--- src/rtl/hfws_pkg.sv ---
// Shared types for the holdover word store.
// Assumes nothing beyond a single clock domain.
package hfws_pkg;
    typedef enum logic [1:0] {
        FILL_EMPTY = 2'd0,
        FILL_ONE   = 2'd1,
        FILL_BOTH  = 2'd2
    } fill_e;
endpackage

--- src/rtl/hfws_period_div.sv ---
// Counts timebase ticks while capture is enabled and raises a one-cycle
// capture strobe on the tick that completes a period.
// Assumes tick is a single-cycle pulse; the count restarts whenever
// capture is disabled.
module hfws_period_div #(
    parameter int TICKS_PER_PERIOD = 30
) (
    input  logic clk,
    input  logic rst_n,
    input  logic cap_en,
    input  logic tick,
    output logic cap_stb
);
    localparam int CW = (TICKS_PER_PERIOD > 1) ? $clog2(TICKS_PER_PERIOD) : 1;
    localparam logic [CW-1:0] LAST = CW'(TICKS_PER_PERIOD - 1);

    logic [CW-1:0] cnt;
    logic          at_last;

    assign at_last = (cnt == LAST);
    assign cap_stb = cap_en && tick && at_last;

    // Tick counter: cleared when disabled, wraps on the period's final tick.
    always_ff @(posedge clk) begin
        if (!rst_n)
            cnt <= '0;
        else if (!cap_en)
            cnt <= '0;
        else if (tick)
            cnt <= at_last ? '0 : cnt + 1'b1;
    end


    idle_clear_chk: assert property (@(posedge clk) disable iff (!rst_n)
        !cap_en |=> (cnt == '0));


    cnt_bound_chk: assert property (@(posedge clk) disable iff (!rst_n)
        cnt <= LAST);
endmodule

--- src/rtl/hfws_slot_bank.sv ---
// Two ping-pong slots for the control word with a newer-slot pointer and
// a fill tracker. Presents the older slot.
// Assumes wr_en pulses once per capture.
module hfws_slot_bank
    import hfws_pkg::*;
#(
    parameter int          WORD_W = 24,
    parameter logic [WORD_W-1:0] INIT_WORD = '0
) (
    input  logic              clk,
    input  logic              rst_n,
    input  logic              wr_en,
    input  logic [WORD_W-1:0] wr_word,
    output logic [WORD_W-1:0] older_word,
    output logic              both_full
);
    logic [WORD_W-1:0] slot [2];
    logic              newer;
    fill_e             fill;

    // One register per slot; each is written only when it is the older one.
    for (genvar s = 0; s < 2; s++) begin : g_slot
        always_ff @(posedge clk) begin
            if (!rst_n)
                slot[s] <= INIT_WORD;
            else if (wr_en && (newer != 1'(s)))
                slot[s] <= wr_word;
        end
    end

    // Pointer to the newer slot; reset points at slot 1 so slot 0 fills first.
    always_ff @(posedge clk) begin
        if (!rst_n)
            newer <= 1'b1;
        else if (wr_en)
            newer <= ~newer;
    end

    // Saturating count of slots written since reset.
    always_ff @(posedge clk) begin
        if (!rst_n)
            fill <= FILL_EMPTY;
        else if (wr_en && fill != FILL_BOTH)
            fill <= (fill == FILL_EMPTY) ? FILL_ONE : FILL_BOTH;
    end

    assign older_word = slot[~newer];
    assign both_full  = (fill == FILL_BOTH);


    ptr_toggle_chk: assert property (@(posedge clk) disable iff (!rst_n)
        wr_en |=> (newer != $past(newer)));


    valid_rise_chk: assert property (@(posedge clk) disable iff (!rst_n)
        $rose(both_full) |-> $past(wr_en));


    older_stable_chk: assert property (@(posedge clk) disable iff (!rst_n)
        !wr_en |=> $stable(older_word));
endmodule

--- src/rtl/holdover_word_store.sv ---
// Top level: gates capture on lock and holdover, divides the timebase into
// update periods, and presents the older stored word for holdover use.
// Assumes locked and holdover_req are synchronous to clk.
module holdover_word_store #(
    parameter int WORD_W           = 24,
    parameter int TICKS_PER_PERIOD = 30
) (
    input  logic              clk,
    input  logic              rst_n,
    input  logic [WORD_W-1:0] ctrl_word,
    input  logic              locked,
    input  logic              holdover_req,
    input  logic              tick,
    output logic [WORD_W-1:0] hold_word,
    output logic              hold_valid
);
    localparam logic [WORD_W-1:0] CENTER = {1'b1, {(WORD_W-1){1'b0}}};

    logic              cap_en;
    logic              cap_stb;
    logic [WORD_W-1:0] older_word;
    logic              both_full;

    assign cap_en = locked && !holdover_req;

    hfws_period_div #(
        .TICKS_PER_PERIOD(TICKS_PER_PERIOD)
    ) u_div (
        .clk    (clk),
        .rst_n  (rst_n),
        .cap_en (cap_en),
        .tick   (tick),
        .cap_stb(cap_stb)
    );

    hfws_slot_bank #(
        .WORD_W   (WORD_W),
        .INIT_WORD(CENTER)
    ) u_bank (
        .clk       (clk),
        .rst_n     (rst_n),
        .wr_en     (cap_stb),
        .wr_word   (ctrl_word),
        .older_word(older_word),
        .both_full (both_full)
    );

    assign hold_word  = both_full ? older_word : CENTER;
    assign hold_valid = both_full;


    hold_frozen_chk: assert property (@(posedge clk) disable iff (!rst_n)
        holdover_req |=> $stable(hold_word));


    center_until_valid_chk: assert property (@(posedge clk) disable iff (!rst_n)
        !hold_valid |-> (hold_word == CENTER));
endmodule

--- config.mk ---
export PLATFORM = sky130hd
export DESIGN_NAME = holdover_word_store
export DESIGN_NICKNAME = d
export VERILOG_FILES = /design/src/rtl/hfws_pkg.sv /design/src/rtl/hfws_period_div.sv /design/src/rtl/hfws_slot_bank.sv /design/src/rtl/holdover_word_store.sv
export SDC_FILE = /design/constraint.sdc
export NUM_CORES = 1
export LEC_CHECK = 0
export ABC_AREA = 1
export CAP_MARGIN = 20
export CORE_MARGIN = 2
export CORE_UTILIZATION = 45
export CTS_CLUSTER_SIZE = 28
export DETAILED_ROUTE_END_ITERATION = 8
export GPL_ROUTABILITY_DRIVEN = 0
export GPL_TIMING_DRIVEN = 1
export PLACE_DENSITY = 0.77
export SYNTH_ARGS = -nofsm -noshare
export SYNTH_HDL_FRONTEND = slang
export SYNTH_HIERARCHICAL = 1
export SYNTH_SLANG_ARGS = --single-unit
--- constraint.sdc ---
create_clock -name clk -period 5.65 [get_ports clk]
set_input_delay 1.4125 -clock clk [delete_from_list [all_inputs] [get_ports clk]]
set_output_delay 1.4125 -clock clk [all_outputs]
set_load 0.1 [all_outputs]
-- Yosys cells after proc, flatten, opt, wreduce, memory -nomap -nowiden
Memory sizes are Yosys's and may differ from the RTL's.
Index checks and enable logic that the tools add are counted.
- output and inout port bits: 25
- bits of input ports: 29
- memories: 1
- word-level logic and storage cells: 32
- register bits: 8
- bits in writable memories: 48
- muxes and demuxes: 12
- bitwise logic cells: 3
- equal/unequal tests: 3
- $add $sub $neg: 1
- reductions and logical operators: 9
- memory list (memory ; words ; bits a word ; rd ports ; clocked after memory_dff ; wr ports ; line ; RTL):
    u_bank.slot ; 2 ; 24 ; 1 ; 0 ; 2 ; hfws_slot_bank.sv:17 ; logic [WORD_W-1:0] slot [2];
- operators with widths (operator ; count):
    $mux W24 ; 3
    $mux W1 ; 7
    $logic_and A1 B1 Y1 ; 6
    $add A5 B1 Y5 const B ; 1
    $eq A5 B5 Y1 const B ; 1
    $mux W5 ; 1
    $eq A2 B2 Y1 const B ; 1
    $logic_not A2 Y1 ; 1
    $mux W2 ; 1
    $ne A2 B2 Y1 const B ; 1
    $or A1 B1 Y1 ; 2
    $reduce_and A2 Y1 ; 1
    $logic_not A1 Y1 ; 1
    $not A1 Y1 ; 1

-- Longest topological paths before layout
Gate-level depths: netlist (run 1).
- depth in word-level cells: 9
- mapped depth: 8
- mapped depth without buffers: 8

-- Cells and area by module
Netlist (run 1), hierarchy kept.
- by module, submodules not included (module ; area an instance (um2) ; sequential area each (um2) ; cells each ; times used):
    hfws_slot_bank ; 2257.2 ; 1501.4 ; 224 ; 1
    hfws_period_div ; 271.5 ; 100.1 ; 37 ; 1
    holdover_word_store ; 210.2 ; 0.0 ; 52 ; 1

-- Least setup slack after synthesis (run 1)
Ideal clock, no wire load.
- path kind: input-to-reg
- from: input tick
- to: memory u_bank.slot[0][0] (enable)
- path buffers: 0
- arrival: 4.221 ns
- setup time: 0.439 ns
- required time: 5.211 ns
- cell stages on the path: 4
- path slack: 0.990 ns
- path through: nand3_1 > nor3b_1 > inv_1 > o21ai_0
- RTL lines (item ; line ; RTL):
    start, declared ; holdover_word_store.sv:13 ; input logic tick,
    end, declared ; hfws_slot_bank.sv:17 ;

-- Worst setup path after layout (run 1)
- from: register u_bank.newer
- to: output hold_word[23]
- cells in the longest elaborated chain, start to end: 3
- RTL lines (item ; line ; RTL):
    start, declared ; hfws_slot_bank.sv:18 ; logic newer;
    start signal, assigned ; hfws_slot_bank.sv:36 ; newer <= ~newer;
    $not A1 Y1 ; hfws_slot_bank.sv:47 ; assign older_word = slot[~newer];
    $mem_v2 Z2 W24 ; n/a ;
    via older_word[23] ; holdover_word_store.sv:21 ; logic [WORD_W-1:0] older_word;
    $mux W24 ; holdover_word_store.sv:48 ; assign hold_word = both_full ? older_word : CENTER;
    end, declared ; holdover_word_store.sv:14 ; output logic [WORD_W-1:0] hold_word,
The timed path passes the listed nets, and every way through them passes these cells.

==> summary.md, run 1 <==
| Metric | Value |
|---|---|
| Outcome | `complete, no violations` |
| CTS tree | `yes` |
| Max stage delay on crit path | `1.00 ns` |
| Vias in the first global route | `~1,900` |
| Clk_lat worst skew | `slightly above 0.3 ns` |
| Worst hold stages | `2` |
| CTS resizes | `0` |
| I/O pins | `54` |
| Crit-path cells | `inv_4, nand2_1, nand2_1, inv_1, nand2_1, clkdlybuf4s50_1` |
| Worst Setup Start Kind | `register` |
| Synth area leader | `edfxtp_1` |
| Crit end category | `output port` |
| Grt ovf | `0` |
| Initial antenna violation count | `0` |
| Clk buf depth | `2` |
| Min cycle time layout | `about 4.3 ns` |
| Max-slew headroom | `0.265` |
| Crit path buffers/inverters | `3` |
| Max-cap viol count | `0` |
| Crit path required time | `approximately 4.2 ns` |
| Hpwl dp | `roughly 3300 um` |
| Syn Area/Cell | `about 9 um2` |
| CP dominant cell by count | `nand2_1` |
| Root Driver | `clkbuf_8` |
| Max Slew Vio Count | `0` |
| Placed Cells | `431` |
| Syn Std Cell Area | `about 2700 um2` |
| Drt total wl | `4880 um` |
| Synth Area in XOR/XNOR | `0.00640` |
| Router iterations before antenna repair | `4` |
| Arrival @ worst endpoint | `2.94 ns` |
| Number of remaining DRC errors | `0` |
| Compound-Gate Fraction of Synth Area | `0.0169` |
| Slowest CP cell | `dfxtp_1` |
| Full die area | `between 6000 and 7000 um2` |
| Synth cell count leaders | `114 x nand2_1, 58 x inv_1, 48 x edfxtp_1, 44 x nor2_1, 11 x nor2_2` |
| Core Rows | `28` |
| Top area cells in the synthesized netlist | `edfxtp_1 53%, nand2_1 16%, inv_1 7.9%` |
| Inserted Diodes | `0` |
| Final nets | `just under 400` |
| Hold Slack | `just under 0.5 ns` |
| Simple-gate share of the synthesized area | `0.265` |
| Metal-1 WL | `2020 um` |
| Post-synthesis adder-cell area fraction | `0.00914` |
| Final hold violation count | `0` |
| Fin cells | `439` |
| Reg2Reg Depth | `3` |
| Fmax | `0.230 GHz` |
| Pwr Density | `roughly 210 nW/um2` |
| Worst VDD drop | `0.000128 V` |
| Area grow syn2layout | `24.0%` |
| Post-synth net total | `between 300 and 400` |
| CTS buffer count | `5` |
| Util after Layout | `0.577` |
| Hold/Removal Path Class | `reg2reg` |
| Routed wl met2 | `2600 um` |
| Via count | `about 2,000` |
| Ys flop type | `edfxtp_1` |
| Setup TNS | `0 ns` |
| Yosys reg bits | `56` |
| Setup slack after layout | `around 1.3 ns` |
| H-tree Lvls | `2` |
| Cell family with most CP delay | `buffers and inverters` |
| Port Buf Inserts | `53` |
| Die height | `a little over 80 um` |
| GRT Util Overall | `0.154` |
| DRT antenna net count | `0` |
| Cell count after synthesis | `313` |
| Final Setup Violations | `0` |
| Seq/Total Area, Yosys | `0.585` |
| Post-synth top area share | `0.526` |
| Routed vias/inst | `4.54` |
| Starting DRT DRC Count | `74` |
| Setup Fix Bufs, Post-CTS | `0` |
| WL/cell | `between 10 and 15 um` |
| Final instance area | `~3400 um2` |
| Synth unique cells | `20` |
| Routed wire length on met3 | `~230 um` |
| First-pass GRT wire length | `7860 um` |
| Cell area after placement | `around 3300 um2` |
| Largest family of logic cells by synthesized area | `simple AND/OR/NAND/NOR gates` |
| Slew @ Worst Pin | `approximately 1.1 ns` |
| Final Skew | `approximately 0.0052 ns` |
| Mux contribution to synthesized area | `0` |
| Asr flop ratio synth | `0` |
| CP Class | `reg2out` |
| Synth warnings | `6` |
| Pin count of the biggest net entering global routing | `29` |
| Setup WS pre-CTS | `1.61 ns` |
| Pwr Total | `approximately 0.72 mW` |
| Core area | `approximately 6000 um2` |
| CP Depth | `6` |
| Top routing layer used | `met4` |
| Starting Density | `0.465` |
| Count leader, synth | `nand2_1` |
| Layout cell share with drive strength beyond 1 | `0.0714` |
| Crit Path Max Fanout | `28` |
| RSZ-0062 raised after global routing | `false` |
| EDFF count, synth | `48` |
| # clock sinks | `56` |
| Clock-pin slew on the worst setup and hold paths | `0.10 ns` |
| Period utilisation layout | `0.770` |
| Die width | `~80 um` |
| Leakage | `around 1.6 nW` |
| Hold-fix buffers, CTS | `0` |
[cell usage in the layout (no fill, tap or decap), types with 2 or more instances in the layout]
cell | netlist | layout
clkbuf_8 | 0 | 5
clkdlybuf4s50_1 | 0 | 53
clkinvlp_4 | 0 | 2
dfxtp_1 | 8 | 8
edfxtp_1 | 48 | 48
ha_1 | 2 | 2
inv_1 | 58 | 58
nand2_1 | 114 | 114
nand3_1 | 2 | 2
nand3_4 | 2 | 2
nand4_1 | 2 | 2
nor2_1 | 44 | 44
nor2_2 | 11 | 11
o21ai_0 | 3 | 2
[cells by family after synthesis]
| logic type | after synthesis |
|---|---|
| flops | 56 |
| xor+xnor | 2 |
| simple gates | 176 |
| fa+ha+maj | 2 |
| compound gates | 6 |
| buf+inv | 71 |
[flip-flops by register name (all words and copies together) (netlist names)]
signal / cells
u_div/cnt: 5
u_bank/newer: 1
u_bank/fill: 2
u_bank/slot: 48
[tightest hold or removal path, cell delays in order (launching register included)]
cell      delay, ns
dfxtp_1        0.32
inv_1          0.05
a21boi_0       0.07
[path summary, 6_finish.rpt]
check / startpoint / end / slack (ns)
worst max register to register: u_bank/newer$_SDFFE_PN1P_ / u_bank/slot[1][8]$_SDFFCE_PN0P_ / 2.98
worst max-delay path: u_bank/newer$_SDFFE_PN1P_ / hold_word[23] / 1.30
worst min register to register: u_bank/fill[1]$_SDFFE_PN0P_ / u_bank/fill[1]$_SDFFE_PN0P_ / 0.49
worst min-delay path: u_bank/fill[1]$_SDFFE_PN0P_ / u_bank/fill[1]$_SDFFE_PN0P_ / 0.49
[routing by layer]
metal / vias to the layer above / track usage
li1: 1036 / -
met3: 3 / 0.0352
met5: - / 0
met4: 0 / 0.0300
met2: 48 / 0.302
met1: 906 / 0.169
[power by group]
part / switching (mW) / total [mW] / internal [mW]
combinational: 0.0219 / 0.0461 / 0.0242
sequential: 0.00307 / 0.461 / 0.458
clock: 0.130 / 0.218 / 0.0880
total: 0.155 / 0.725 / 0.570
[area by class of cell]
class,count,area [um2]
Clock buffer,5,68.8
Clock inverter,3,23.8
Fill cell,536,2490
Inverter,59,224
Multi-Input combinational cell,186,820
Sequential cell,56,1600
Tap cell,75,93.8
Timing Repair Buffer,55,566
Note: power is estimated with default switching activity, not from simulation.
==> run 2: changes to the inputs <==
==> constraint.sdc (replaced) <==
create_clock -name clk -period 4.2 [get_ports clk]
set_input_delay 1.05 -clock clk [delete_from_list [all_inputs] [get_ports clk]]
set_output_delay 1.05 -clock clk [all_outputs]
set_load 0.1 [all_outputs]
==> run 2 against run 1 <==
  * Worst setup slack got worse by 0.021 ns
  * Worst hold slack worse by 0.015 ns
  * Utilization is 1.2 points lower
  * Register-to-register slack got worse by 0.85 ns
  * Sequential share of layout area increased by 1.0 points
  * Count of clock-buffer cells in the layout unchanged
  * Combinational power increased by 30%
  * Sequential cell count unchanged
  * Die area stayed put
  * Cell area fell by 2.1%
  * Critical path depth unchanged
  * Power is 32% higher
  * Highest routed layer unchanged
==> summary.md, run 2 (synthesized netlist as in run 1, its figures left out) <==
| Metric | Value |
|---|---|
| Leakage | `1.65 nW (+3.6%)` |
| Worst VDD drop | `0.000184 V (+44%)` |
| Slew @ Worst Pin | `0.778 ns (-0.322 ns)` |
| Arrival @ worst endpoint | `1.87 ns (-1.07 ns)` |
| Max Slew Vio Count | `0 (unchanged)` |
| Router iterations before antenna repair | `4 (unchanged)` |
| Metal-1 WL | `2060 um (+1.8%)` |
| Hold Slack | `0.472 ns (-0.0153 ns)` |
| Logic pwr share | `0.063 (about the same)` |
| Final Skew | `0.00572 ns (+0.000551 ns)` |
| Routed vias/inst | `4.52 (-0.35%)` |
| Hpwl dp | `3260 um (+0.15%)` |
| Pin count of the biggest net entering global routing | `29 (unchanged)` |
| Die height | `82.0 um (unchanged)` |
| Number of remaining DRC errors | `0 (unchanged)` |
| CTS tree | `yes` |
| Top routing layer used | `met4` |
| CP Class | `reg2out` |
| Final instance area | `3320 um2 (-2.1%)` |
| Max reg flops | `48 (unchanged)` |
| Inserted Diodes | `0 (unchanged)` |
| Root Driver | `clkbuf_8` |
| Sw frac | `0.202 (-0.0122)` |
| RSZ-0062 raised after global routing | `false` |
| Pwr Total | `0.956 mW (+32%)` |
| Reg2reg start | `u_div/cnt[0]$_SDFFE_PN0P_` |
| Clk_lat worst skew | `0.30 ns (about the same)` |
| Core Rows | `28 (unchanged)` |
| Via count | `1,995 (+0.10%)` |
| Top Registers | `u_bank/slot x48, u_div/cnt x5, u_bank/fill x2` |
| GRT Util Overall | `0.156 (+0.00125)` |
| Initial antenna violation count | `0 (unchanged)` |
| I/O pins | `54 (unchanged)` |
| Vias in the first global route | `1,902 (+2.6%)` |
| Final nets | `396 (+0.51%)` |
| Max-slew headroom | `0.480 (+0.216)` |
| Reg2Reg Depth | `7 (+4)` |
| Setup Fix Bufs, Post-CTS | `0 (unchanged)` |
| Clock-pin slew on the worst setup and hold paths | `0.09 ns (about the same)` |
| Commonest non-fill, non-tap cell in the layout | `nand2_1` |
| Reg2reg setup slack | `2.13 ns (-0.85 ns)` |
| Int Power | `0.763 mW (+34%)` |
| Fmax | `between 0.3 and 0.4 GHz` |
| Clk buf depth | `2 (unchanged)` |
| CTS buffer count | `5 (unchanged)` |
| Outcome | `complete, no violations` |
| Commonest cells after routing, fill and taps aside | `114 x nand2_1, 58 x inv_1, 48 x edfxtp_1, 44 x nor2_1, 29 x buf_4` |
| WL/cell | `10.9 um (-2.1%)` |
| Hold/Removal Path Class | `reg2reg` |
| P_sw | `0.193 mW (+24%)` |
| Port Buf Inserts | `53 (unchanged)` |
| Starting Density | `0.465 (unchanged)` |
| Layout cell share with drive strength beyond 1 | `0.145 (+0.0734)` |
| Core area | `5890 um2 (unchanged)` |
| Pwr Density | `287 nW/um2 (+35%)` |
| Grt ovf | `0 (unchanged)` |
| Drt total wl | `4800 um (-1.6%)` |
| First-pass GRT wire length | `7930 um (+0.88%)` |
| Routed wire length on met3 | `301 um (+29%)` |
| Min cycle time layout | `between 2 and 3 ns` |
| Hold Startpoint | `u_bank/fill[1]$_SDFFE_PN0P_` |
| Setup TNS | `0 ns (unchanged)` |
| Top reg by flops | `u_bank/slot` |
| Routed wl met2 | `2390 um (-8.0%)` |
| Hold-fix buffers, CTS | `0 (unchanged)` |
| Period utilisation layout | `0.695` |
| Crit path required time | `3.15 ns (-1.09 ns)` |
| RR Endpoint | `u_bank/slot[1][2]$_SDFFCE_PN0P_` |
| Worst Setup Start Kind | `register` |
| Sequential power share | `0.648 (+0.012)` |
| Die width | `82.0 um (unchanged)` |
| H-tree Lvls | `2 (unchanged)` |
| Placed Cells | `433 (+0.46%)` |
| Area grow syn2layout | `21.4%` |
| # clock sinks | `56 (unchanged)` |
| Starting DRT DRC Count | `136 (+84%)` |
| Crit end category | `output port` |
| Max-cap viol count | `0 (unchanged)` |
| Cell area after placement | `3240 um2 (-2.0%)` |
| DRT antenna net count | `0 (unchanged)` |
| Fin cells | `441 (+0.46%)` |
| Crit Path Max Fanout | `18 (-36%)` |
| Final hold violation count | `0 (unchanged)` |
| Clk network pwr share | `0.289 (-0.012)` |
| Worst min-delay path endpoint | `u_bank/fill[1]$_SDFFE_PN0P_` |
| Final Setup Violations | `0 (unchanged)` |
| Worst hold stages | `2 (unchanged)` |
| Full die area | `6730 um2 (unchanged)` |
| CTS resizes | `0 (unchanged)` |
## run 2: worst max path at each step
stage	from	endpoint	slack (ns)	cells after the start
6_report	u_bank/newer$_SDFFE_PN1P_	hold_word[22]	1.28	6
5_1_grt	u_bank/fill[0]$_SDFFE_PN0P_	hold_word[21]	1.08	6
4_1_cts	u_bank/newer$_SDFFE_PN1P_	hold_word[22]	1.26	6
3_5_place_dp	tick	u_bank/slot[1][9]$_SDFFCE_PN0P_	1.03	7
3_3_place_gp	tick	u_bank/slot[1][4]$_SDFFCE_PN0P_	1.07	7
2_1_floorplan	tick	u_bank/slot[0][0]$_SDFFCE_PN0P_	0.55	4
## run 2: metrics by stage
stage          setup slack, ns  utilization
2_1_floorplan            0.546            -
3_3_place_gp              1.07        0.550
3_5_place_dp              1.03        0.550
4_1_cts                   1.26        0.565
5_1_grt                   1.08        0.565
6_report                  1.28        0.565
## run 2: layout make-up
cell class | count | area, um2
Timing Repair Buffer | 57 | 498
Multi-Input combinational cell | 186 | 820
Clock buffer | 5 | 68.8
Tap cell | 75 | 93.8
Fill cell | 550 | 2560
Inverter | 59 | 224
Clock inverter | 3 | 18.8
Sequential cell | 56 | 1600
## run 2: power groups by stage
| stage | Combinational, mW | Sequential [mW] | Clock, mW |
|---|---|---|---|
| after floorplan | 0.0255 | 0.632 | 0 |
| after global placement | 0.0594 | 0.632 | 0 |
| after detailed placement | 0.0601 | 0.632 | 0 |
| after CTS | 0.0604 | 0.619 | 0.284 |
| after global routing | 0.0663 | 0.621 | 0.298 |
| final | 0.0598 | 0.619 | 0.277 |
## run 2: worst max-delay path, stage by stage, from the launching register on
cell and delay (ns):
dfxtp_1 0.65, buf_4 0.34, nand2_1 0.08, nand2_1 0.09, nand2_1 0.05, inv_1 0.08
buf_4 0.28
## run 2: layer usage
layer / GRT usage / vias up
met4: 0.0600 / 0
li1: - / 1040
met2: 0.285 / 58
met5: 0 / -
met3: 0.0319 / 4
met1: 0.177 / 893
